## src/rtl/pt_walker_pkg.sv

```systemverilog
package pt_walker_pkg;
    localparam int VA_W    = 32;
    localparam int L1_W    = 10;
    localparam int L2_W    = 10;
    localparam int OFF_W   = 12;
    localparam int ENTRY_B = 4;

    typedef enum logic [2:0] {
        IDLE    = 3'd0,
        READ_L1 = 3'd1,
        WAIT_L1 = 3'd2,
        READ_L2 = 3'd3,
        WAIT_L2 = 3'd4,
        DONE    = 3'd5,
        FAULT   = 3'd6
    } walk_state_t;
endpackage

```

## src/rtl/pt_addr_gen.sv

```systemverilog
module pt_addr_gen #(
    parameter int PA_W    = 32,
    parameter int IDX_W   = 10,
    parameter int ENTRY_B = 4,
    parameter int OFF_W   = 12,
    parameter bit ALIGNED = 1'b0
) (
    input  logic [PA_W-1:0]  base_in,
    input  logic [IDX_W-1:0] idx,
    output logic [PA_W-1:0]  entry_addr
);
    localparam int SHIFT = $clog2(ENTRY_B);

    logic [PA_W-1:0] base_eff;
    logic [PA_W-1:0] offs;

    generate
        if (ALIGNED) begin : g_aligned
            assign base_eff = {base_in[PA_W-1:OFF_W], {OFF_W{1'b0}}};
        end else begin : g_raw
            assign base_eff = base_in;
        end
    endgenerate

    assign offs       = {{(PA_W-IDX_W){1'b0}}, idx} << SHIFT;
    assign entry_addr = base_eff + offs;
endmodule

```

## src/rtl/pt_walker.sv

```systemverilog
module pt_walker
    import pt_walker_pkg::*;
#(
    parameter int PA_W  = VA_W,
    parameter int L1W   = L1_W,
    parameter int L2W   = L2_W,
    parameter int OFFW  = OFF_W,
    parameter int EB    = ENTRY_B
) (
    input  logic                 clk,
    input  logic                 rst_n,
    input  logic                 miss_valid,
    input  logic [L1W+L2W-1:0]   miss_vpn,
    input  logic [PA_W-1:0]      root_base,
    output logic                 mem_req,
    output logic [PA_W-1:0]      mem_addr,
    input  logic                 mem_gnt,
    input  logic                 mem_rvalid,
    input  logic [PA_W-1:0]      mem_rdata,
    output logic                 busy,
    output logic                 done,
    output logic [PA_W-1:0]      done_pte,
    output logic                 fault,
    output logic [L1W+L2W-1:0]   fault_vpn,
    output logic                 fault_level
);
    localparam int VPN_W = L1W + L2W;

    walk_state_t state_q, state_d;

    logic [VPN_W-1:0] vpn_q;
    logic [PA_W-1:0]  root_q;
    logic [PA_W-1:0]  sec_base_q;
    logic [PA_W-1:0]  leaf_q;
    logic             lvl_q;
    logic [PA_W-1:0]  l1_addr;
    logic [PA_W-1:0]  l2_addr;
    logic             rd_ok;

    assign rd_ok = mem_rdata[0];

    pt_addr_gen #(
        .PA_W(PA_W), .IDX_W(L1W), .ENTRY_B(EB), .OFF_W(OFFW), .ALIGNED(1'b0)
    ) u_l1_addr (
        .base_in(root_q), .idx(vpn_q[VPN_W-1:L2W]), .entry_addr(l1_addr)
    );

    pt_addr_gen #(
        .PA_W(PA_W), .IDX_W(L2W), .ENTRY_B(EB), .OFF_W(OFFW), .ALIGNED(1'b1)
    ) u_l2_addr (
        .base_in(sec_base_q), .idx(vpn_q[L2W-1:0]), .entry_addr(l2_addr)
    );

    // state register
    always_ff @(posedge clk) begin
        if (!rst_n) state_q <= IDLE;
        else        state_q <= state_d;
    end

    // walk context registers
    always_ff @(posedge clk) begin
        if (!rst_n) begin
            vpn_q      <= '0;
            root_q     <= '0;
            sec_base_q <= '0;
            leaf_q     <= '0;
            lvl_q      <= 1'b0;
        end else begin
            unique case (state_q)
                IDLE: if (miss_valid) begin
                    vpn_q  <= miss_vpn;
                    root_q <= root_base;
                end
                WAIT_L1: if (mem_rvalid) begin
                    sec_base_q <= mem_rdata;
                    lvl_q      <= 1'b0;
                end
                WAIT_L2: if (mem_rvalid) begin
                    leaf_q <= mem_rdata;
                    lvl_q  <= 1'b1;
                end
                default: ;
            endcase
        end
    end

    // next state
    always_comb begin
        state_d = state_q;
        unique case (state_q)
            IDLE:    if (miss_valid) state_d = READ_L1;
            READ_L1: if (mem_gnt)    state_d = WAIT_L1;
            WAIT_L1: if (mem_rvalid) state_d = rd_ok ? READ_L2 : FAULT;
            READ_L2: if (mem_gnt)    state_d = WAIT_L2;
            WAIT_L2: if (mem_rvalid) state_d = rd_ok ? DONE : FAULT;
            DONE:    state_d = IDLE;
            FAULT:   state_d = IDLE;
            default: state_d = IDLE;
        endcase
    end

    // outputs
    always_comb begin
        mem_req     = 1'b0;
        mem_addr    = '0;
        busy        = 1'b1;
        done        = 1'b0;
        fault       = 1'b0;
        done_pte    = leaf_q;
        fault_vpn   = vpn_q;
        fault_level = lvl_q;
        unique case (state_q)
            IDLE:    busy = 1'b0;
            READ_L1: begin mem_req = 1'b1; mem_addr = l1_addr; end
            READ_L2: begin mem_req = 1'b1; mem_addr = l2_addr; end
            DONE:    done  = 1'b1;
            FAULT:   fault = 1'b1;
            default: ;
        endcase
    end
endmodule

```

## config.mk

```make
export PLATFORM = sky130hd
export DESIGN_NAME = pt_walker
export DESIGN_NICKNAME = d
export VERILOG_FILES = /design/src/rtl/pt_walker_pkg.sv /design/src/rtl/pt_addr_gen.sv /design/src/rtl/pt_walker.sv
export SDC_FILE = /design/constraint.sdc
export NUM_CORES = 1
export LEC_CHECK = 0
export BUFFER_PORTS_ARGS = -buffer_cell sky130_fd_sc_hd__buf_2
export CORE_MARGIN = 8
export CORE_UTILIZATION = 40
export CTS_CLUSTER_DIAMETER = 80
export DETAILED_ROUTE_END_ITERATION = 7
export GPL_ROUTABILITY_DRIVEN = 0
export MAX_ROUTING_LAYER = met4
export PLACE_DENSITY = 0.75
export SLEW_MARGIN = 20
export SYNTH_ARGS = -nofsm -noshare
export SYNTH_HDL_FRONTEND = slang
export SYNTH_SLANG_ARGS = --single-unit
```

## constraint.sdc

```tcl
create_clock -name clk -period 3.2 [get_ports clk]
set_input_delay 0.48 -clock clk [delete_from_list [all_inputs] [get_ports clk]]
set_output_delay 0.48 -clock clk [all_outputs]
set_load 0.01 [all_outputs]
```

==> impl_metrics.env, run 1 <==
export IMPL_ys_ff_latch=108
export IMPL_crit_type="reg -> out"
export IMPL_netlist_top_cell_by_area="dfxtp_1"
export IMPL_relSlewSlack_pct=29.87
export IMPL_synth_common_cells="231 x nand2_1, 108 x dfxtp_1, 105 x a21boi_0"
export IMPL_dr_total_vias=5233
export IMPL_dpl_cell_area_sq_um=6411
export IMPL_syn_inst=710
export IMPL_drtIter0Drc=243
export IMPL_io_pins=178
export IMPL_numCtsBuffers=9
export IMPL_synth_cell_types=53
export IMPL_clock_sinks=108
export IMPL_yosysMostFrequentCell="nand2_1"
export IMPL_routed_wl_mm=16.73
export IMPL_syn_to_final_growth_pct=26.08
export IMPL_cts_tree="done"
export IMPL_grt_pass1_vias=5206
export IMPL_regArea_sq_um=2168
export IMPL_synth_edf_count=0
export IMPL_drive_gt1_share_pct=28.34
export IMPL_arrival_ps=2640
export IMPL_die_x_um=132.9
export IMPL_viasPerCell=5.032
export IMPL_portBuffers=177
export IMPL_ant_nets=0
export IMPL_mappedNetlistNets=810
export IMPL_die_h_um=132.9
export IMPL_synth_area_leaders="dfxtp_1 40%, nand2_1 16%, a21boi_0 14%"
export IMPL_fmax_ghz=0.3207
export IMPL_crit_path_start_kind="flop"
export IMPL_slew_violations=0
export IMPL_initial_core_util_pct=41.11
export IMPL_rsz0062_at_grt="yes"
export IMPL_setup_viol=0
export IMPL_multi_input_area_sq_um=3109
export IMPL_min_path_cells=3
export IMPL_nNetsFinal=956
export IMPL_fillers=1302
export IMPL_grt_pass1_wl_mm=26.92
export IMPL_top_layer_used="met4"
export IMPL_dieArea_sq_um=17660
export IMPL_finalCritPeriodShare_pct=97.43
export IMPL_worst_hold_startpoint="mem_rdata[6]"
export IMPL_crit_path_max_fanout=5
export IMPL_hold_worst_slack_ps=361.0
export IMPL_r2r_end="root_q[21]"
export IMPL_rows=42
export IMPL_status="finished, final reports clean"
export IMPL_yosysSeqAreaShare_pct=39.56
export IMPL_ys_async_sr_fraction_pct=0
export IMPL_wl_met3_mm=1.212
export IMPL_power_mw=3.310
export IMPL_ir_worst_vdd_mv=0.3754
export IMPL_route_detailed_drc=0
export IMPL_hp_class="in -> reg"
export IMPL_tns_ps=0
export IMPL_clkTransAtPathRegs_ps=80
export IMPL_ys_warn_count=0
export IMPL_synth_top_cell_area_share_pct=39.56
export IMPL_wl_met1_mm=7.559
export IMPL_worstPathRequired_ps=2720
export IMPL_r2r_start="state_q[1]"
export IMPL_tightest_slew_ps=1048
export IMPL_grt_usage_pct=19.34
export IMPL_ctsHoldBuffers=0
export IMPL_antenna_found_initial=3
export IMPL_stdcell_count=1040
export IMPL_powerDensity_nw_per_um2=480.3
export IMPL_skew_ps=9.007
export IMPL_dpl_cell_count=1017
export IMPL_holdPathEnd="done_pte[6]"
export IMPL_place_ws_ps=211.3
export IMPL_hold_violations=0
export IMPL_synthFlopType="dfxtp_1"
export IMPL_insertion_delay_ps=360
export IMPL_setup_ws_ps=82.11
export IMPL_p_leak_nw=2.824
export IMPL_wl_met2_mm=7.653
export IMPL_detail_route_wl_per_cell_um=16.08
export IMPL_core_area_sq_um=13300
export IMPL_r2r_setup_slack_ps=1130
export IMPL_grt_max_degree=60
export IMPL_h_tree_depth=3
export IMPL_cts_root_buf="clkbuf_16"
export IMPL_post_route_util_pct=51.83
export IMPL_drt_pass1_iter_count=4
export IMPL_overflow=0
export IMPL_syn_area_per_cell_sq_um=7.698
export IMPL_r2r_cells=5
export IMPL_synthesis_area_sq_um=5465
export IMPL_hpwl_mm=12.05
export IMPL_cp_end_kind="output pin"
export IMPL_cts_path_max_buffers=2
export IMPL_final_cell_area_sq_um=6890
export IMPL_maxCapViolations=0
export IMPL_finalCriticalPeriod_ps=3118
==> state kept, by name, summed over array words and instances, names as in the netlist <==
register	flops
state_q	3
fault_vpn	20
done_pte	32
root_q	32
sec_base_q	20
fault_level	1
==> worst max path at each step <==
stage	slack, ps	startpoint	depth (start not counted)	to
finish	80	fault_vpn[10]	10	mem_addr[22]
global route	-40	fault_vpn[10]	10	mem_addr[20]
CTS	-3	root_q[2]	10	mem_addr[22]
detailed placement	210	fault_vpn[10]	10	mem_addr[22]
global placement	270	fault_vpn[10]	10	mem_addr[22]
floorplan	160	fault_vpn[10]	10	mem_addr[20]
==> power by group <==
group	switching [mW]	total (mW)	internal [mW]
Sequential	0.0734	1.49	1.42
Clock	0.532	1.17	0.643
Combinational	0.392	0.642	0.250
==> kinds of logic (layout without fill, tap and decap cells) <==
family,Yosys count,after routing,share of synthesized area [%]
AND/OR/NAND/NOR,322,322,25.50
AO/OA/AOI/OAI,176,176,22.99
flip-flops,108,108,39.56
buffers and inverters,71,222,5.700
XOR/XNOR,19,19,3.045
adder cells (fa/ha/maj),12,12,2.839
multiplexers,2,2,0.3663
other,0,3,0
==> per-layer routing <==
metal | vias to the layer above | global-route usage (%)
li1 | 2669 | -
met1 | 2368 | 23.26
met2 | 177 | 29.44
met3 | 19 | 6.245
met4 | 0 | 7.571
met5 | - | -
==> worst max-delay path, cell delays in order, from the launching register on <==
cell and delay, ps:
dfxtp_2 370, ha_4 150, inv_2 40, fa_2 330
nand2b_4 160, a21oi_2 160, o211ai_1 160, and2_4 200
or4_1 400, a31oi_1 180, buf_2 160
==> cell usage in the layout (no fill, tap or decap), types with 4 or more instances in the layout <==
cell / instances
nand2_1: 229
buf_2: 176
a21boi_0: 105
dfxtp_1: 103
nor2_1: 26
o21ai_0: 20
xnor2_1: 17
nand3_1: 16
buf_4: 14
a21oi_1: 13
inv_1: 12
clkbuf_16: 9
a211oi_2: 8
a211oi_1: 8
and3_1: 8
nor3_1: 8
ha_1: 6
nand4_1: 5
dfxtp_2: 5
nand2b_1: 4
ha_4: 4
==> what timing repair did <==
action | in CTS | in global routing
setup buffers | 2 | 1
gates cloned | 1 | 0
setup endpoints to repair | 11 | 19
pin swaps | 3 | 10
gates resized for setup | 12 | 18
==> cell type report <==
type / count / share of cell area, %
well taps: 176 / 3.196
repair buffers: 192 / 14.76
diodes: 3 / 0.1090
inverters: 14 / 0.7627
clock inverters: 6 / 1.108
multi-input cells: 531 / 45.12
clock buffers: 10 / 3.468
flip-flops and latches: 108 / 31.47
No activity file was read; power rests on OpenSTA's default activity.
==> inputs of run 2 (changes only) <==
CELL_PAD_IN_SITES_DETAIL_PLACEMENT = 0   (was unset)
CELL_PAD_IN_SITES_GLOBAL_PLACEMENT = 1   (was unset)
CORE_UTILIZATION = 39   (was 40)
PLACE_DENSITY = 0.95   (was 0.75)
clock period = 3.6 ns   (was 3.2 ns; I/O delays follow)
==> run 2 against run 1 <==
Effect of this change: worst setup slack improved by 140 ps; clock skew decreased by 5.5 ps; utilization decreased by 3.1 points; register-to-register slack improved by 180 ps; sequential share of layout area increased by 0.73 points; highest routed layer unchanged; power decreased by 14%; global-route usage decreased by 0.65 points; combinational power decreased by 15%; largest cell class unchanged; count of clock-buffer cells in the layout unchanged; critical path type unchanged.
==> impl_metrics.env, run 2 (same netlist as run 1, synthesis figures left out) <==
export IMPL_status="finished, final reports clean"
export IMPL_syn_to_final_growth_pct=22.85
export IMPL_cp_num_cells=11
export IMPL_grt_usage_pct=18.69
export IMPL_grt_pass1_vias=5220
export IMPL_final_cell_area_sq_um=6714
export IMPL_hold_violations=0
export IMPL_tightest_slew_ps=1021
export IMPL_relSlewSlack_pct=31.66
export IMPL_insertion_delay_ps=360
export IMPL_crit_path_start_kind="flop"
export IMPL_stdcell_count=1038
export IMPL_ctsHoldBuffers=0
export IMPL_crit_family="compound AO/OA/AOI/OAI gates"
export IMPL_r2r_setup_slack_ps=1310
export IMPL_powerDensity_nw_per_um2=421.7
export IMPL_cts_path_max_buffers=2
export IMPL_dpl_cell_area_sq_um=6401
export IMPL_die_h_um=134.4
export IMPL_final_common_cell="nand2_1"
export IMPL_skew_ps=3.522
export IMPL_ir_worst_vdd_mv=0.2927
export IMPL_crit_path_max_fanout=4
export IMPL_rows=43
export IMPL_fmax_ghz=0.2957
export IMPL_r2r_start="state_q[1]"
export IMPL_crit_chain="ha_1 -> inv_1 -> fa_1 -> nand2b_1 -> a21oi_2 -> o211ai_1 -> buf_4 -> a211oi_1 -> xnor2_1 -> a21oi_1 -> buf_2"
export IMPL_die_x_um=134.4
export IMPL_route_detailed_drc=0
export IMPL_crit_type="reg -> out"
export IMPL_setup_viol=0
export IMPL_ant_nets=0
export IMPL_dpl_cell_count=1019
export IMPL_cp_startpoint="fault_vpn[10]"
export IMPL_core_area_sq_um=13770
export IMPL_finalCritPeriodShare_pct=93.93
export IMPL_cts_tree="done"
export IMPL_r2r_end="fault_vpn[19]"
export IMPL_worst_hold_startpoint="mem_rdata[4]"
export IMPL_clock_sinks=108
export IMPL_initial_core_util_pct=39.68
export IMPL_hpwl_mm=12.00
export IMPL_endpoint="mem_addr[30]"
export IMPL_h_tree_depth=3
export IMPL_portBuffers=177
export IMPL_cp_end_kind="output pin"
export IMPL_maxCapViolations=0
export IMPL_antenna_found_initial=2
export IMPL_numCtsBuffers=9
export IMPL_final_cell_mix="229 x nand2_1, 177 x buf_2, 108 x dfxtp_1, 105 x a21boi_0, 27 x nor2_1"
export IMPL_slew_violations=0
export IMPL_hp_class="in -> reg"
export IMPL_detail_route_wl_per_cell_um=15.84
export IMPL_io_pins=178
export IMPL_r2r_cells=5
export IMPL_rsz0062_at_grt="no"
export IMPL_critPathMaxStageDelay_ps=370
export IMPL_viasPerCell=5.039
export IMPL_drt_pass1_iter_count=4
export IMPL_cp_slowest_cell="fa_1"
export IMPL_dr_total_vias=5231
export IMPL_critical_path_buf_inv_count=3
export IMPL_p_leak_nw=2.776
export IMPL_grt_max_degree=75
export IMPL_nNetsFinal=952
export IMPL_overflow=0
export IMPL_routed_wl_mm=16.44
export IMPL_drtIter0Drc=245
export IMPL_dieArea_sq_um=18060
export IMPL_cts_root_buf="clkbuf_16"
export IMPL_grt_pass1_wl_mm=26.43
export IMPL_worstPathRequired_ps=3060
export IMPL_clkTransAtPathRegs_ps=70
export IMPL_arrival_ps=2840
export IMPL_drive_gt1_share_pct=25.35
export IMPL_finalCriticalPeriod_ps=3382
export IMPL_tns_ps=0
-- run 2: cell types whose count changed in the layout (fill, tap and decap cells not counted), sizes merged --
cell      before  now
bufinv         1    0
diode          3    2
buf          192  188
inv           16   15
clkinvlp       0    1
-- run 2: through the flow --
stage          power [mW]  utilization (%)  hold slack (ps)  worst slack (ps)
3_5_place_dp        1.903            46.48            452.1             383.4
4_1_cts             2.879            48.55            401.6             3.170
5_1_grt             2.977            48.75            422.2             70.41
3_3_place_gp        1.894            46.48            446.4             403.6
2_1_floorplan       1.685                -            439.2             497.0
6_report            2.831            48.75            418.8             218.4
-- run 2: final cells by class --
class / instances / area [sq um]
Fill cell: 1466 / 7059
Multi-Input combinational cell: 531 / 3004
Sequential cell: 108 / 2162
Timing Repair Buffer: 188 / 980.9
Clock buffer: 10 / 239.0
Tap cell: 180 / 225.2
Inverter: 14 / 52.55
Clock inverter: 5 / 45.04
Antenna cell: 2 / 5.005
-- run 2: worst min path at each step --
stage                   end  slack [ps]  depth (start not counted)
6_report        done_pte[4]         420                          3
2_1_floorplan     root_q[0]         440                          2
3_3_place_gp   done_pte[12]         450                          2
3_5_place_dp   done_pte[19]         450                          2
5_1_grt         done_pte[2]         420                          3
4_1_cts         done_pte[4]         400                          3
-- run 2: where the power goes --
group          total (mW)  switching [mW]  internal (mW)
clock               0.962           0.468          0.494
combinational       0.544           0.337          0.207
sequential           1.32          0.0637           1.26
-- run 2: timing repair --
| action | in CTS | in global routing |
|---|---|---|
| buffers inserted | 0 | 2 |
| resized for setup | 1 | 2 |
| pin swaps | 1 | 1 |
| setup endpoints to repair | 2 | 4 |
-- run 2: worst min-delay path, cell delays in order --
cell      delay [ps]
buf_2             90
nand2_1           40
a21boi_0          60
-- run 2: per-layer routing --
metal / track usage, % / routed length (um) / up-vias
met5: - / 0 / -
met4: 5.677 / 232 / 0
met3: 5.759 / 1202 / 15
met2: 29.92 / 7531 / 158
met1: 22.06 / 7470 / 2408
li1: - / - / 2650
